==> src/rtl/cfgr_pkg.sv <==
package cfgr_pkg;

  typedef enum logic [1:0] {
    ACT_BYPASS  = 2'd0,
    ACT_CONVERT = 2'd1,
    ACT_FORWARD = 2'd2,
    ACT_DISCARD = 2'd3
  } route_act_e;

  localparam logic [4:0] TYPE_CFG_T1 = 5'b00101;

  // Routing decision for one request header.
  function automatic route_act_e route_decide(input logic [4:0] typ,
                                              input logic [7:0] bus,
                                              input logic [7:0] sec,
                                              input logic [7:0] sub);
    if (typ != TYPE_CFG_T1)              return ACT_BYPASS;
    else if (bus == sec)                 return ACT_CONVERT;
    else if ((bus > sec) && (bus <= sub)) return ACT_FORWARD;
    else                                 return ACT_DISCARD;
  endfunction

  // Type 1 -> Type 0: only DW0 bit 24 (Type bit 0) changes.
  function automatic logic [31:0] to_type0(input logic [31:0] dw0);
    return {dw0[31:25], 1'b0, dw0[23:0]};
  endfunction

endpackage

==> src/rtl/cfgr_hdr_buf.sv <==
module cfgr_hdr_buf #(
  parameter int DW      = 32,
  parameter int BUS_W   = 8,
  parameter int HDR_DWS = 3,
  localparam int IDX_W  = $clog2(HDR_DWS)
) (
  input  logic                         clk,
  input  logic                         rst_n,
  input  logic                         cap_en,
  input  logic [DW-1:0]                cap_data,
  input  logic [BUS_W-1:0]             sec_in,
  input  logic [BUS_W-1:0]             sub_in,
  output logic [HDR_DWS-1:0][DW-1:0]   hdr_q,
  output logic [BUS_W-1:0]             sec_q,
  output logic [BUS_W-1:0]             sub_q,
  output logic                         cap_final
);
  localparam logic [IDX_W-1:0] LAST_IDX = IDX_W'(HDR_DWS - 1);

  logic [IDX_W-1:0] idx;

  assign cap_final = cap_en && (idx == LAST_IDX);

  always_ff @(posedge clk) begin
    if (!rst_n) begin
      idx <= '0;
    end else if (cap_en) begin
      idx <= (idx == LAST_IDX) ? '0 : idx + 1'b1;
    end
  end

  // Window is latched with the first header word.
  always_ff @(posedge clk) begin
    if (!rst_n) begin
      sec_q <= '0;
      sub_q <= '0;
    end else if (cap_en && (idx == '0)) begin
      sec_q <= sec_in;
      sub_q <= sub_in;
    end
  end

  for (genvar g = 0; g < HDR_DWS; g++) begin : g_word
    always_ff @(posedge clk) begin
      if (!rst_n) hdr_q[g] <= '0;
      else if (cap_en && (idx == IDX_W'(g))) hdr_q[g] <= cap_data;
    end
  end

endmodule

==> src/rtl/cfgr_route_decide.sv <==
module cfgr_route_decide
  import cfgr_pkg::*;
#(
  parameter int BUS_W = 8
) (
  input  logic [4:0]       typ,
  input  logic [BUS_W-1:0] bus,
  input  logic [BUS_W-1:0] sec,
  input  logic [BUS_W-1:0] sub,
  output route_act_e       act
);
  assign act = route_decide(typ, 8'(bus), 8'(sec), 8'(sub));
endmodule

==> src/rtl/cfgr_drop_cnt.sv <==
module cfgr_drop_cnt #(
  parameter int CNT_W = 16
) (
  input  logic             clk,
  input  logic             rst_n,
  input  logic             drop_evt,
  output logic             drop_pulse,
  output logic [CNT_W-1:0] drop_count
);
  localparam logic [CNT_W-1:0] CNT_MAX = '1;
  localparam logic [CNT_W-1:0] CNT_ONE = CNT_W'(1);

  always_ff @(posedge clk) begin
    if (!rst_n) begin
      drop_pulse <= 1'b0;
      drop_count <= '0;
    end else begin
      drop_pulse <= drop_evt;
      if (drop_evt && (drop_count != CNT_MAX)) drop_count <= drop_count + CNT_ONE;
    end
  end

  AST_CNT_SAT: assert property (@(posedge clk) disable iff (!rst_n)
    (drop_count == CNT_MAX) |=> (drop_count == CNT_MAX));
  AST_CNT_STEP: assert property (@(posedge clk) disable iff (!rst_n)
    (drop_evt && (drop_count != CNT_MAX)) |=> (drop_count == $past(drop_count) + CNT_ONE));
  AST_PULSE_ONE: assert property (@(posedge clk) disable iff (!rst_n)
    drop_pulse |=> !drop_pulse);

endmodule

==> src/rtl/cfg_id_router.sv <==
module cfg_id_router
  import cfgr_pkg::*;
#(
  parameter int DW      = 32,
  parameter int BUS_W   = 8,
  parameter int CNT_W   = 16,
  parameter int HDR_DWS = 3
) (
  input  logic             clk,
  input  logic             rst_n,
  input  logic [BUS_W-1:0] sec_bus,
  input  logic [BUS_W-1:0] sub_bus,
  input  logic             in_valid,
  input  logic [DW-1:0]    in_data,
  input  logic             in_last,
  output logic             in_ready,
  output logic             out_valid,
  output logic [DW-1:0]    out_data,
  output logic             out_last,
  output logic             out_bypass,
  input  logic             out_ready,
  output logic             drop_pulse,
  output logic [CNT_W-1:0] drop_count
);
  localparam int IDX_W   = $clog2(HDR_DWS);
  localparam int BUS_LSB = DW - BUS_W;
  localparam logic [IDX_W-1:0] LAST_IDX = IDX_W'(HDR_DWS - 1);

  typedef enum logic [1:0] {S_HDR, S_EMIT, S_BODY, S_DROP} st_e;

  st_e                       st;
  logic [HDR_DWS-1:0][DW-1:0] hdr_q;
  logic [BUS_W-1:0]          sec_q, sub_q;
  logic                      cap_en, cap_final;
  route_act_e                act_now, act_q;
  logic                      hdr_last_q;
  logic [IDX_W-1:0]          emit_idx;
  logic [DW-1:0]             emit_word;
  logic                      drop_evt;

  assign cap_en   = (st == S_HDR) && in_valid;
  assign drop_evt = cap_final && (act_now == ACT_DISCARD);

  cfgr_hdr_buf #(.DW(DW), .BUS_W(BUS_W), .HDR_DWS(HDR_DWS)) u_hdr (
    .clk(clk), .rst_n(rst_n), .cap_en(cap_en), .cap_data(in_data),
    .sec_in(sec_bus), .sub_in(sub_bus), .hdr_q(hdr_q),
    .sec_q(sec_q), .sub_q(sub_q), .cap_final(cap_final)
  );

  // Decision uses DW0 already held and the bus byte of DW2 being taken now.
  cfgr_route_decide #(.BUS_W(BUS_W)) u_dec (
    .typ(hdr_q[0][28:24]), .bus(in_data[DW-1:BUS_LSB]),
    .sec(sec_q), .sub(sub_q), .act(act_now)
  );

  cfgr_drop_cnt #(.CNT_W(CNT_W)) u_cnt (
    .clk(clk), .rst_n(rst_n), .drop_evt(drop_evt),
    .drop_pulse(drop_pulse), .drop_count(drop_count)
  );

  always_comb begin
    emit_word = hdr_q[emit_idx];
    if ((emit_idx == '0) && (act_q == ACT_CONVERT)) emit_word = to_type0(hdr_q[0]);
  end

  always_comb begin
    in_ready  = 1'b0;
    out_valid = 1'b0;
    out_data  = in_data;
    out_last  = 1'b0;
    unique case (st)
      S_HDR:  in_ready = 1'b1;
      S_EMIT: begin
        out_valid = 1'b1;
        out_data  = emit_word;
        out_last  = (emit_idx == LAST_IDX) && hdr_last_q;
      end
      S_BODY: begin
        out_valid = in_valid;
        in_ready  = out_ready;
        out_last  = in_last;
      end
      S_DROP: in_ready = 1'b1;
      default: ;
    endcase
  end

  assign out_bypass = ((st == S_EMIT) || (st == S_BODY)) && (act_q == ACT_BYPASS);

  always_ff @(posedge clk) begin
    if (!rst_n) begin
      st         <= S_HDR;
      act_q      <= ACT_BYPASS;
      hdr_last_q <= 1'b0;
      emit_idx   <= '0;
    end else begin
      unique case (st)
        S_HDR: if (cap_final) begin
          act_q      <= act_now;
          hdr_last_q <= in_last;
          emit_idx   <= '0;
          if (act_now == ACT_DISCARD) st <= in_last ? S_HDR : S_DROP;
          else                        st <= S_EMIT;
        end
        S_EMIT: if (out_ready) begin
          if (emit_idx == LAST_IDX) begin
            emit_idx <= '0;
            st       <= hdr_last_q ? S_HDR : S_BODY;
          end else begin
            emit_idx <= emit_idx + 1'b1;
          end
        end
        S_BODY: if (in_valid && out_ready && in_last) st <= S_HDR;
        S_DROP: if (in_valid && in_last) st <= S_HDR;
        default: st <= S_HDR;
      endcase
    end
  end

  AST_OUT_HOLD: assert property (@(posedge clk) disable iff (!rst_n)
    (out_valid && !out_ready) |=> (out_valid && $stable(out_data) && $stable(out_last)));
  AST_DROP_SILENT: assert property (@(posedge clk) disable iff (!rst_n)
    (st == S_DROP) |-> !out_valid);
  AST_EMIT_STALLS_IN: assert property (@(posedge clk) disable iff (!rst_n)
    (st == S_EMIT) |-> !in_ready);
  AST_CONV_TYPE: assert property (@(posedge clk) disable iff (!rst_n)
    ((st == S_EMIT) && (emit_idx == '0) && (act_q == ACT_CONVERT)) |-> (out_data[28:24] == 5'b00100));

endmodule

==> config.mk <==
export PLATFORM = sky130hd
export DESIGN_NAME = cfg_id_router
export DESIGN_NICKNAME = d
export VERILOG_FILES = /design/src/rtl/cfgr_pkg.sv /design/src/rtl/cfgr_hdr_buf.sv /design/src/rtl/cfgr_route_decide.sv /design/src/rtl/cfgr_drop_cnt.sv /design/src/rtl/cfg_id_router.sv
export SDC_FILE = /design/constraint.sdc
export NUM_CORES = 1
export LEC_CHECK = 0
export ABC_AREA = 1
export ABC_CLOCK_PERIOD_IN_PS = 4600
export BUFFER_PORTS_ARGS = -buffer_cell sky130_fd_sc_hd__buf_4
export CAP_MARGIN = 30
export CELL_PAD_IN_SITES_DETAIL_PLACEMENT = 0
export CELL_PAD_IN_SITES_GLOBAL_PLACEMENT = 2
export CORE_UTILIZATION = 34
export CTS_CLUSTER_DIAMETER = 50
export DETAILED_ROUTE_END_ITERATION = 10
export HOLD_SLACK_MARGIN = 0.06
export PLACE_DENSITY_LB_ADDON = 0.25
export SKIP_CTS_REPAIR_TIMING = 1
export SLEW_MARGIN = 20
export SYNTH_ARGS = -nofsm -noshare
export SYNTH_HDL_FRONTEND = slang
export SYNTH_SLANG_ARGS = --single-unit
==> constraint.sdc <==
create_clock -name clk -period 4.6 [get_ports clk]
set_input_delay 0.46 -clock clk [delete_from_list [all_inputs] [get_ports clk]]
set_output_delay 0.46 -clock clk [all_outputs]
set_load 0.05 [all_outputs]
* After elaboration in Yosys (flattened, before gate mapping) *
Index checks and enable logic that the tools add are counted.

word-level totals
  bits in registers = 138
  input bits = 53
  output and inout port bits = 53
  word-level logic and storage cells = 81

cells by class
  add/sub/neg operators = 3
  $lt $le $gt $ge = 3
  eq/ne operators = 16
  multiplexer cells = 24
  reductions and logical operators = 23

operator list
  cell                     count
  $mux W32                 3
  $bmux W32 S2             1
  $mux W2                  14
  $add A16 B1 Y16 const B  1
  $ne A16 B16 Y1 const B   1
  $logic_and A1 B1 Y1      13
  $eq A2 B2 Y1 const B     5
  $eq A8 B8 Y1             1
  $gt A8 B8 Y1             1
  $le A8 B8 Y1             1
  $logic_not A2 Y1         4
  $ne A2 B2 Y1 const B     4
  $pmux W2 S4              1
  $eq A2 B1 Y1 const B     3
  $pmux W1 S2              3
  $ne A5 B3 Y1 const B     1
  $reduce_and A5 Y1        1
  $add A2 B1 Y2 const B    2
  $pmux W2 S2              1
  $lt A2 B3 Y1 const B     1
  $reduce_and A3 Y1        1
  $ne A2 B1 Y1 const B     1
  $reduce_and A2 Y1        1
  $reduce_bool A2 Y1       1
  3 further kinds          3

* Logic depth before layout (Yosys ltp) *
Gate-level depths: netlist of the first run.

  depth after elaboration = 9
  mapped depth = 15
  gate-level depth less buffers = 15

* Modules after synthesis *
From an unflattened synthesis of the first run, not the netlist that was laid out.

second synthesis, totals
  cell total of the unflattened synthesis = 1291
  area, all modules = 7798.7 um^2

modules (own cells, without submodules)
  module             times used  cells each  area each (um^2)  seq. area each (um^2)
  cfgr_hdr_buf       1           735         4842.1            2282.2
  cfg_id_router      1           321         1501.4            140.1
  cfgr_drop_cnt      1           156         982.2             340.3
  cfgr_route_decide  1           79          473.0             0.0

* Least setup slack after synthesis of the first run *
Ideal clock, no wire load.

  kind = register to output
  from = register st[1]
  to = output out_valid
  arrival = 1.905 ns
  required time = 4.140 ns
  setup slack = 2.235 ns
  cell stages (with the launch flop) = 7
  buffers on the path = 2
  path through = dfxtp_1 -> inv_1 -> ha_1 -> clkbuf_1 -> inv_2 -> clkbuf_1 -> a21oi_1

between the ends
  cells in the longest elaborated chain, start to end = 2
  elaborated cells between the ends (all ways) = 3
  those cells by class = eq/ne: 2; mux: 1

RTL lines
  element                                              line                  source
  start: declaration                                   cfg_id_router.sv:31   st_e st;
  start signal: assignment                             cfg_id_router.sv:102  if (act_now == ACT_DISCARD) st <= in_last ? S_HDR : S_DROP;
  start signal: assignment                             cfg_id_router.sv:108  st <= hdr_last_q ? S_HDR : S_BODY;
  $eq A2 B2 Y1 / $eq A2 B1 Y1 (equally long branches)  cfg_id_router.sv:71   unique case (st)
  $pmux W1 S2 *                                        cfg_id_router.sv:71
  end: declaration                                     cfg_id_router.sv:17   output logic out_valid,

Mark *: on every way between the ends. The rest lies on a longest branch, timed or not.

* Final worst setup path of the first run *
  from = register emit_idx[0]
  to = output out_data[24]

between the ends
  cells in the longest elaborated chain, start to end = 4
  elaborated cells between the ends (all ways) = 6
  those cells by class = mux: 4; reduce/logical: 2

RTL lines
  element                                                                       line                                      source
  start: declaration                                                            cfg_id_router.sv:37                       logic [IDX_W-1:0] emit_idx;
  start signal: assignment                                                      cfg_id_router.sv:110                      emit_idx <= emit_idx + 1'b1;
  $bmux W32 S2 / $logic_not A2 Y1 (equally long branches)                       cfg_id_router.sv:62, cfg_id_router.sv:63
  $mux W32 (implied by the code) / $logic_and A1 B1 Y1 (equally long branches)  cfg_id_router.sv:62, cfg_id_router.sv:63
  $mux W32 *                                                                    cfg_id_router.sv:63                       if ((emit_idx == '0) && (act_q == ACT_CONVERT)) emit_word = to_type0(hdr_q[0]);
  $mux W32 *                                                                    cfg_id_router.sv:71
  end: declaration                                                              cfg_id_router.sv:18                       output logic [DW-1:0] out_data,

Mark *: on every way between the ends. The rest lies on a longest branch, timed or not. The select of a mux whose other input is x is not followed.

==> metrics, run 1 <==
status finished with violations; failing checks design-rule violations; FP Rows 51; P_int around 2.7 mW; GP Congestion a little under 0.8; sequential area share after synthesis between 40% and 50%; Pins Over Slew Limit 0; Seq pwr share 33.8%; total power ~4.4 mW; final wirelength just under 20,000 um; CTS root buffer clkbuf_16; grt ovf 0; CTS H-Tree Depth 4; commonest non-fill, non-tap cell in the layout nor2_1; largest net degree at the start of global routing between 90 and 100; RSZ-0062 raised after global routing no; Hold WC Path Type in2reg; clk sinks about 140; Yosys top cell area share 41.2%; die area just over 20,000 um^2; Data arrival, critical path between 2000 and 3000 ps; crit-path cells inv_2 > nor2_1 > a22oi_1 > a21boi_1 > o22ai_1 > buf_4; Core Region 19,400 um^2; Hold Violations, Final 0; Initial Utilization 34.6%; crit-path leading delay family flip-flops; Final period util between 60% and 70%; Power Density about 540 nW/um^2; count of cell types in the netlist 36; first-pass GRT wire length a little over 30,000 um; Worst Path Max Fanout 29; max cap viols 0; CP max stage delay approximately 760 ps; setup tns final 0 ps; Worst Hold Depth 3; Cells after Synth about 1,000; slowest cell on the critical path dfxtp_1; part of the power in combinational logic about a third; Fillers 2,073; nets@finish about 1,100; Clock Skews around 8 ps; WS Path Type reg2out; clk slew on worst S/H paths about 60 ps; cell area after synthesis about 6700 um^2; IR drop worst, VDD around 0.33 mV; min Tclk post-route about 3100 ps; layout overhead on the synthesized area 23.5%; Area contributors post-synth dfxtp_1 41%, nor2_1 12%, nand2_1 8.8%; Ys Warns 0; Slew headroom 40.7%; Initial DRC Count between 300 and 400; die width around 140 um; PortBufs around 110; layout cells sized above 1 between 15 and 20%; Post-DRT Antenna Nets 0; worst-margin pin slew between 800 and 900 ps; Initial DRT Pass Iterations 7; CP required just over 4000 ps; area leader, netlist dfxtp_1; routed vias about 6,300; DIE HEIGHT about 140 um; most frequent cells in the layout 220 x nor2_1, 157 x nand2_1, 138 x dfxtp_1, 113 x buf_4, 108 x o21ai_1; Net Sw Frac a little under two fifths; switching power roughly 1.7 mW; Leak Pwr approximately 3.4 nW; f_max approximately 330 MHz; clk_lat worst skew around 420 ps; # IOs 106; initial antenna violation count 0; Avg Inst Size Synth about 6.9 um^2; vias in the first global route roughly 6,000; stages on the worst setup path 6; Crit. End Element output port; final setup vio count 0; crit path launch type flip-flop; CTS buffer count 17; Via-to-Cell Ratio 4.76; worst r2r path cells 9; CTS tree yes; Avg WL per Cell between 10 and 15 um; synthesis-stage register bit count ~140; number of diodes 0; drc violations 2; syn_nets about 1,100; All-Layer GR Usage roughly a fifth; deepest clock path buffer count 2; CP bufs+invs 2; clock share of power between 30% and 40%; DP HPWL 12,200 um
[layout make-up]
| class | count | area, um^2 | area share, % |
|---|---|---|---|
| multi-input cells | 721 | 3500 | 42.3 |
| flip-flops and latches | 138 | 2760 | 33.3 |
| repair buffers | 114 | 868 | 10.5 |
| clock buffers | 23 | 468 | 5.65 |
| well taps | 265 | 332 | 4.00 |
| inverters | 61 | 230 | 2.78 |
| clock inverters | 8 | 119 | 1.43 |
[final timing paths]
check,startpoint,end,slack [ps]
max,emit_idx[0]$_SDFFE_PN0P_,out_data[24],1550
min,sub_bus[0],u_hdr.sub_q[0]$_SDFFE_PN0P_,280
max reg2reg,st[0]$_SDFFE_PN0P_,u_cnt.drop_count[1]$_SDFFE_PN0P_,2140
min reg2reg,u_hdr.sub_q[2]$_SDFFE_PN0P_,u_hdr.sub_q[2]$_SDFFE_PN0P_,460
[synth_stat cells, drive strengths merged]
cell,number
nor2,223
nand2,160
o21ai,154
dfxtp,138
a21oi,105
inv,59
clkbuf,47
ha,21
nand4,19
nand3,10
buf,9
nor3,9
xor2,5
a221o,3
nor4,3
a21o,2
a22oi,2
clkinv,2
a211oi,1
a21boi,1
o211ai,1
o22ai,1
xnor2,1
[cells by family after synthesis]
group           synth area share (%)
flops                           41.2
simple gates                    26.4
buf+inv                         6.71
xor+xnor                       0.783
fa+ha+maj                       3.92
compound gates                  21.0
[power by group through the flow]
stage	Clock, mW	Sequential, mW	Combinational, mW
4_1_cts	1.42	1.50	1.58
5_1_grt	1.47	1.52	1.73
2_1_floorplan	0	1.49	1.13
3_3_place_gp	0	1.52	1.55
3_5_place_dp	0	1.52	1.58
6_report	1.38	1.50	1.56
[worst reg2reg max path, stage by stage (launching register included)]
cell	delay, ps
dfxtp_1	370
inv_1	80
ha_1	240
nand2_1	210
inv_2	60
nand2_1	100
clkinv_2	620
nand4_4	470
nand2_1	110
a21oi_2	140
[stage by stage]
stage | hold WS [ps] | cell area (um^2) | utilization, % | setup WS [ps] | instances
after floorplan | 434 | 6710 | - | 2240 | 976
after global placement | 449 | 7680 | 39.6 | 1980 | 1298
after detailed placement | 454 | 7700 | 39.7 | 1940 | 1299
after CTS | 257 | 8280 | 42.7 | 1490 | 1330
after global routing | 279 | 8280 | 42.7 | 1330 | 1330
final | 276 | 8280 | 42.7 | 1550 | 1330
[registers in the layout, summed over array words and instances (netlist names)]
name,count
u_cnt.drop_count,16
emit_idx,2
u_hdr.sub_q,8
u_hdr.idx,2
u_cnt.drop_pulse,1
st,2
act_q,2
u_hdr.hdr_q,96
u_hdr.sec_q,8
hdr_last_q,1
[metal layers]
metal  up-vias  wire length (um)  GRT usage, %
met5         -                 0             0
met4         0               201          6.34
met3        15               717          3.80
met2       109              9060          32.9
met1      2837              9320          25.1
li1       3372                 -             -
Note: power is estimated with default switching activity, not from simulation.
==> run 2: changes to the inputs <==
--- a/config.mk
+++ b/config.mk
@@ -6,12 +6,12 @@
 export NUM_CORES = 1
 export LEC_CHECK = 0
 export ABC_AREA = 1
-export ABC_CLOCK_PERIOD_IN_PS = 4600
+export ABC_CLOCK_PERIOD_IN_PS = 3000
 export BUFFER_PORTS_ARGS = -buffer_cell sky130_fd_sc_hd__buf_4
 export CAP_MARGIN = 30
 export CELL_PAD_IN_SITES_DETAIL_PLACEMENT = 0
 export CELL_PAD_IN_SITES_GLOBAL_PLACEMENT = 2
-export CORE_UTILIZATION = 34
+export CORE_UTILIZATION = 31
 export CTS_CLUSTER_DIAMETER = 50
 export DETAILED_ROUTE_END_ITERATION = 10
 export HOLD_SLACK_MARGIN = 0.06
==> constraint.sdc (replaced) <==
create_clock -name clk -period 3 [get_ports clk]
set_input_delay 0.3 -clock clk [delete_from_list [all_inputs] [get_ports clk]]
set_output_delay 0.3 -clock clk [all_outputs]
set_load 0.05 [all_outputs]
==> run 2 against run 1 <==
Net effect:
- wire length up 5.0%
- via count up 1.7%
- sequential power up 53%
- critical path depth up 1
- clock power up 62%
- cell count up 1.4%
- die area up 9.5%
- largest power group unchanged
- the flow now finishes without violations
==> metrics, run 2 (same netlist as run 1, synthesis figures left out) <==
crit-path most repeated cell buf_4; grt ovf 0; first-pass GRT wire length approximately 33,000 um; layout cells sized above 1 between 10% and 20%; Initial Utilization between 30% and 40%; Avg WL per Cell between 15 and 20 um; final setup vio count 0; Largest regs u_hdr.hdr_q (96), u_cnt.drop_count (16); Initial DRC Count approximately 310; status finished clean; register with the most flip-flops u_hdr.hdr_q; CP required between 2000 and 3000 ps; CTS H-Tree Depth 4; FF+latch area 2760 um^2; RSZ-0062 raised after global routing no; Worst Path Max Fanout 19; worst r2r src st[0]$_SDFFE_PN0P_; Via-to-Cell Ratio ~4.8; max cap viols 0; Util after Layout about 40%; largest net degree at the start of global routing between 60 and 70; PortBufs 105; layout overhead on the synthesized area 25.4%; Power Density 829 nW/um^2; vias in the first global route between 6,000 and 7,000; area of the multi-input gates 3500 um^2; clk sinks around 140; Fillers around 2,400; clk_lat worst skew 420 ps; initial antenna violation count 0; final wirelength slightly above 20,000 um; GP Congestion 0.784; Core Region 21,100 um^2; most frequent cells in the layout 220 x nor2_1, 157 x nand2_1, 138 x dfxtp_1, 118 x buf_4, 108 x o21ai_1; All-Layer GR Usage around a fifth; crit path launch type flip-flop; Non-Filler Instances 1,348; CP bufs+invs 4; placed cell count ~1,300; CTS tree yes; setup tns final 0 ps; CP max stage delay 380 ps; Leak Pwr around 3.4 nW; DIE HEIGHT 149 um; Post-DRT Antenna Nets 0; clk slew on worst S/H paths 60 ps; crit-path leading delay family buffers and inverters; drc violations 0; IR drop worst, VDD 0.365 mV; Crit. End Element output port; CTS buffer count 17; Pins Over Slew Limit 0; routed vias approximately 6,400; Initial DRT Pass Iterations 4; Setup crit start st[1]$_SDFFE_PN0P_; die area 22,200 um^2; commonest non-fill, non-tap cell in the layout nor2_1; DP HPWL 13,100 um; max reg flops 96; WS Path Type reg2out; Hold WC Path Type in2reg; final hold slack ~120 ps; Slew headroom about 56%; slowest cell on the critical path dfxtp_1; min Tclk post-route roughly 2600 ps; CTS root buffer clkbuf_16; nets@finish roughly 1,100; die width 149 um; deepest clock path buffer count 2; Clock Skews 14.2 ps; FP Rows 53; Hold Violations, Final 0; f_max roughly 380 MHz; crit-path cells inv_1 > ha_1 > inv_2 > buf_4 > a21oi_1 > a221o_1 > buf_4; number of diodes 0; worst-margin pin slew about 650 ps; # IOs approximately 110; Final period util 86.8%; Data arrival, critical path 2300 ps; Hold Startpoint sec_bus[0]
==> run 2: cell count changes in the layout (fill, tap and decap cells not counted) <==
cell / change
clkbuf_8: +4
clkinv_4: -1
buf_12: +2
clkbuf_1: -2
buf_4: +5
==> run 2: stage by stage <==
step,area (um^2),worst slack [ps],power (mW)
2_1_floorplan,6710,795,4.02
5_1_grt,8410,202,7.45
3_5_place_dp,7790,780,4.82
4_1_cts,8410,350,7.08
3_3_place_gp,7790,786,4.82
6_report,8410,397,6.98
==> run 2: worst reg2reg max path, stage by stage (launching register included) <==
cell	delay, ps
dfxtp_1	390
inv_1	80
ha_1	240
nand2_1	210
inv_2	60
nand2_1	100
clkinv_2	440
nand4_4	400
nand2_1	110
a21oi_2	130
==> run 2: per-layer routing <==
metal / part of all wire [%] / global-route usage, %
met1: 48 / 25.2
met2: 48 / 32.4
met3: 3.1 / 2.87
met4: 0.86 / 5.92
met5: 0 / 0
==> run 2: cell type report <==
| class | instances | area share, % |
|---|---|---|
| Multi-Input combinational cell | 721 | 41.7 |
| Sequential cell | 138 | 32.8 |
| Timing Repair Buffer | 121 | 11.2 |
| Clock buffer | 25 | 6.13 |
| Tap cell | 275 | 4.09 |
| Inverter | 61 | 2.74 |
| Clock inverter | 7 | 1.31 |
==> run 2: path summary, 6_finish.rpt <==
kind                            cells after the start  slack [ps]                                to
worst max-delay path                                7         400                      out_data[25]
worst min-delay path                                3         120       u_hdr.sec_q[0]$_SDFFE_PN0P_
worst max register to register                      9         770  u_cnt.drop_count[0]$_SDFFE_PN0P_
worst min register to register                      2         460       u_hdr.sec_q[4]$_SDFFE_PN0P_
==> run 2: power breakdown <==
group	internal, mW	leakage, nW	switching [mW]
registers	2.14	1.13	0.162
clock network	1.44	0.313	0.789
logic	0.768	1.99	1.68
==> run 3: changes to the inputs <==
--- a/config.mk
+++ b/config.mk
@@ -6,12 +6,12 @@
 export NUM_CORES = 1
 export LEC_CHECK = 0
 export ABC_AREA = 1
-export ABC_CLOCK_PERIOD_IN_PS = 3000
+export ABC_CLOCK_PERIOD_IN_PS = 3350
 export BUFFER_PORTS_ARGS = -buffer_cell sky130_fd_sc_hd__buf_4
 export CAP_MARGIN = 30
 export CELL_PAD_IN_SITES_DETAIL_PLACEMENT = 0
 export CELL_PAD_IN_SITES_GLOBAL_PLACEMENT = 2
-export CORE_UTILIZATION = 31
+export CORE_UTILIZATION = 34
 export CTS_CLUSTER_DIAMETER = 50
 export DETAILED_ROUTE_END_ITERATION = 10
 export HOLD_SLACK_MARGIN = 0.06
==> constraint.sdc (replaced) <==
create_clock -name clk -period 3.35 [get_ports clk]
set_input_delay 0.335 -clock clk [delete_from_list [all_inputs] [get_ports clk]]
set_output_delay 0.335 -clock clk [all_outputs]
set_load 0.05 [all_outputs]
==> run 3 against run 2 <==
Net effect:
- core utilization up 2.6 points
- worst hold slack better by 19 ps
- die area down 8.7%
- count of clock-buffer cells in the layout up 2
- sequential power down 11%
- non-clock buffer count down 2
- sequential cell count unchanged
- sequential share of layout area up 0.68 points
- clock skew down 6.1 ps
- cell count down 1.0%
- first-iteration DRC count down 4.2%
- global-route usage up 0.18 points
- critical endpoint is now out_data[4]
- largest power group unchanged
==> metrics, run 3 (same netlist as run 1, synthesis figures left out) <==
RSZ-0062 raised after global routing no; Util after Layout 42.5%; DIE HEIGHT 142 um; Worst Hold Depth 3; final worst setup slack around 520 ps; Clock Skews between 8 and 9 ps; total power 5.85 mW; number of diodes 0; vias in the first global route around 5,800; Power Density ~710 nW/um^2; Worst Path Max Fanout between 40 and 50; CTS root buffer clkbuf_16; Via-to-Cell Ratio around 4.7; drc violations 0; clk slew on worst S/H paths roughly 60 ps; Hold Violations, Final 0; CP max stage delay 630 ps; worst r2r src st[0]$_SDFFE_PN0P_; crit-path most repeated cell buf_4; CP bufs+invs 4; Hold WC Path Type in2reg; routed vias 6,318; crit-path leading delay family buffers and inverters; DP HPWL about 12,000 um; clk_lat worst skew 420 ps; FP Rows about 50; Non-Filler Instances 1,334; crit-path cells inv_1 > ha_1 > inv_2 > buf_4 > nand2_1 > o21ai_1 > buf_4; register with the most flip-flops u_hdr.hdr_q; CTS buffer count 17; Post-DRT Antenna Nets 0; f_max roughly 350 MHz; R2R Setup Slk between 1000 and 1500 ps; layout cells sized above 1 around 16%; Largest regs u_hdr.hdr_q (96), u_cnt.drop_count (16); RR Endpoint u_cnt.drop_count[0]$_SDFFE_PN0P_; All-Layer GR Usage 19.4%; Hold EP u_hdr.sub_q[0]$_SDFFE_PN0P_; Final period util 84.5%; Hold Startpoint sub_bus[0]; setup tns final 0 ps; Leak Pwr 3.35 nW; most frequent cells in the layout 220 x nor2_1, 157 x nand2_1, 138 x dfxtp_1, 118 x buf_4, 108 x o21ai_1; design area just over 8000 um^2; final wirelength around 19,000 um; deepest clock path buffer count 2; Crit. End Element output port; crit path launch type flip-flop; WS Path Type reg2out; grt ovf 0; first-pass GRT wire length slightly above 30,000 um; commonest non-fill, non-tap cell in the layout nor2_1; slowest cell on the critical path inv_2; # IOs roughly 110; final setup vio count 0; worst r2r path cells 9; Initial DRT Pass Iterations 4; worst-margin pin slew a little under 800 ps; Pins Over Slew Limit 0; GP Congestion between 0.7 and 0.8; placed cell count approximately 1,300; layout overhead on the synthesized area 22.9%; min Tclk post-route between 2000 and 3000 ps; CTS H-Tree Depth 4; initial antenna violation count 0; IR drop worst, VDD around 0.43 mV; final hold slack 140 ps; max cap viols 0; Area after DPL 7730 um^2; die area a little over 20,000 um^2; PortBufs between 100 and 150; Initial Utilization between 30% and 40%; nets@finish ~1,100; Data arrival, critical path 2500 ps; Avg WL per Cell between 10 and 15 um; dpl ws ~940 ps; largest net degree at the start of global routing 71; Core Region 19,400 um^2; clk sinks approximately 140; CP required approximately 3000 ps; Initial DRC Count approximately 300; max reg flops 96; Slew headroom a little under half; status finished clean; die width ~140 um; CTS tree yes
[run 3: cell count changes in the layout (fill, tap and decap cells not counted), sizes merged]
cell / delta
buf: -2
bufinv: -3
clkbuf: +2
clkinv: -1
[run 3: power by group]
part	total [mW]	switching [mW]	internal, mW
Clock	1.66	0.670	0.993
Combinational	2.14	1.48	0.661
Sequential	2.05	0.139	1.91
Total	5.85	2.29	3.57
[run 3: worst max-delay path by stage]
stage / cells after the start / slack [ps] / from / end
final: 7 / 520 / st[1]$_SDFFE_PN0P_ / out_data[4]
after CTS: 7 / 480 / st[1]$_SDFFE_PN0P_ / out_data[5]
after detailed placement: 7 / 940 / st[1]$_SDFFE_PN0P_ / out_data[0]
after global placement: 7 / 1000 / st[1]$_SDFFE_PN0P_ / out_data[2]
after global routing: 7 / 290 / st[1]$_SDFFE_PN0P_ / out_data[7]
after floorplan: 6 / 1110 / st[1]$_SDFFE_PN0P_ / out_valid
[run 3: layer usage]
| metal | up-vias | global-route usage, % | share of wire [%] |
|---|---|---|---|
| li1 | 3370 | - | - |
| met4 | 0 | 5.26 | 0.98 |
| met1 | 2807 | 25.4 | 48 |
| met5 | - | 0 | 0 |
| met2 | 124 | 32.2 | 47 |
| met3 | 17 | 4.17 | 4.2 |
[run 3: area by class of cell]
class,instances,area [um^2]
fillers,2134,11200
inverters,61,230
clock buffers,27,493
repair buffers,119,906
multi-input cells,721,3500
clock inverters,3,15.0
flip-flops and latches,138,2760
well taps,265,332
[run 3: worst min-delay path: cells and delay by family]
| kind | cells | cell delay, ps |
|---|---|---|
| simple gates | 2 | 110 |
| buf+inv | 1 | 80 |
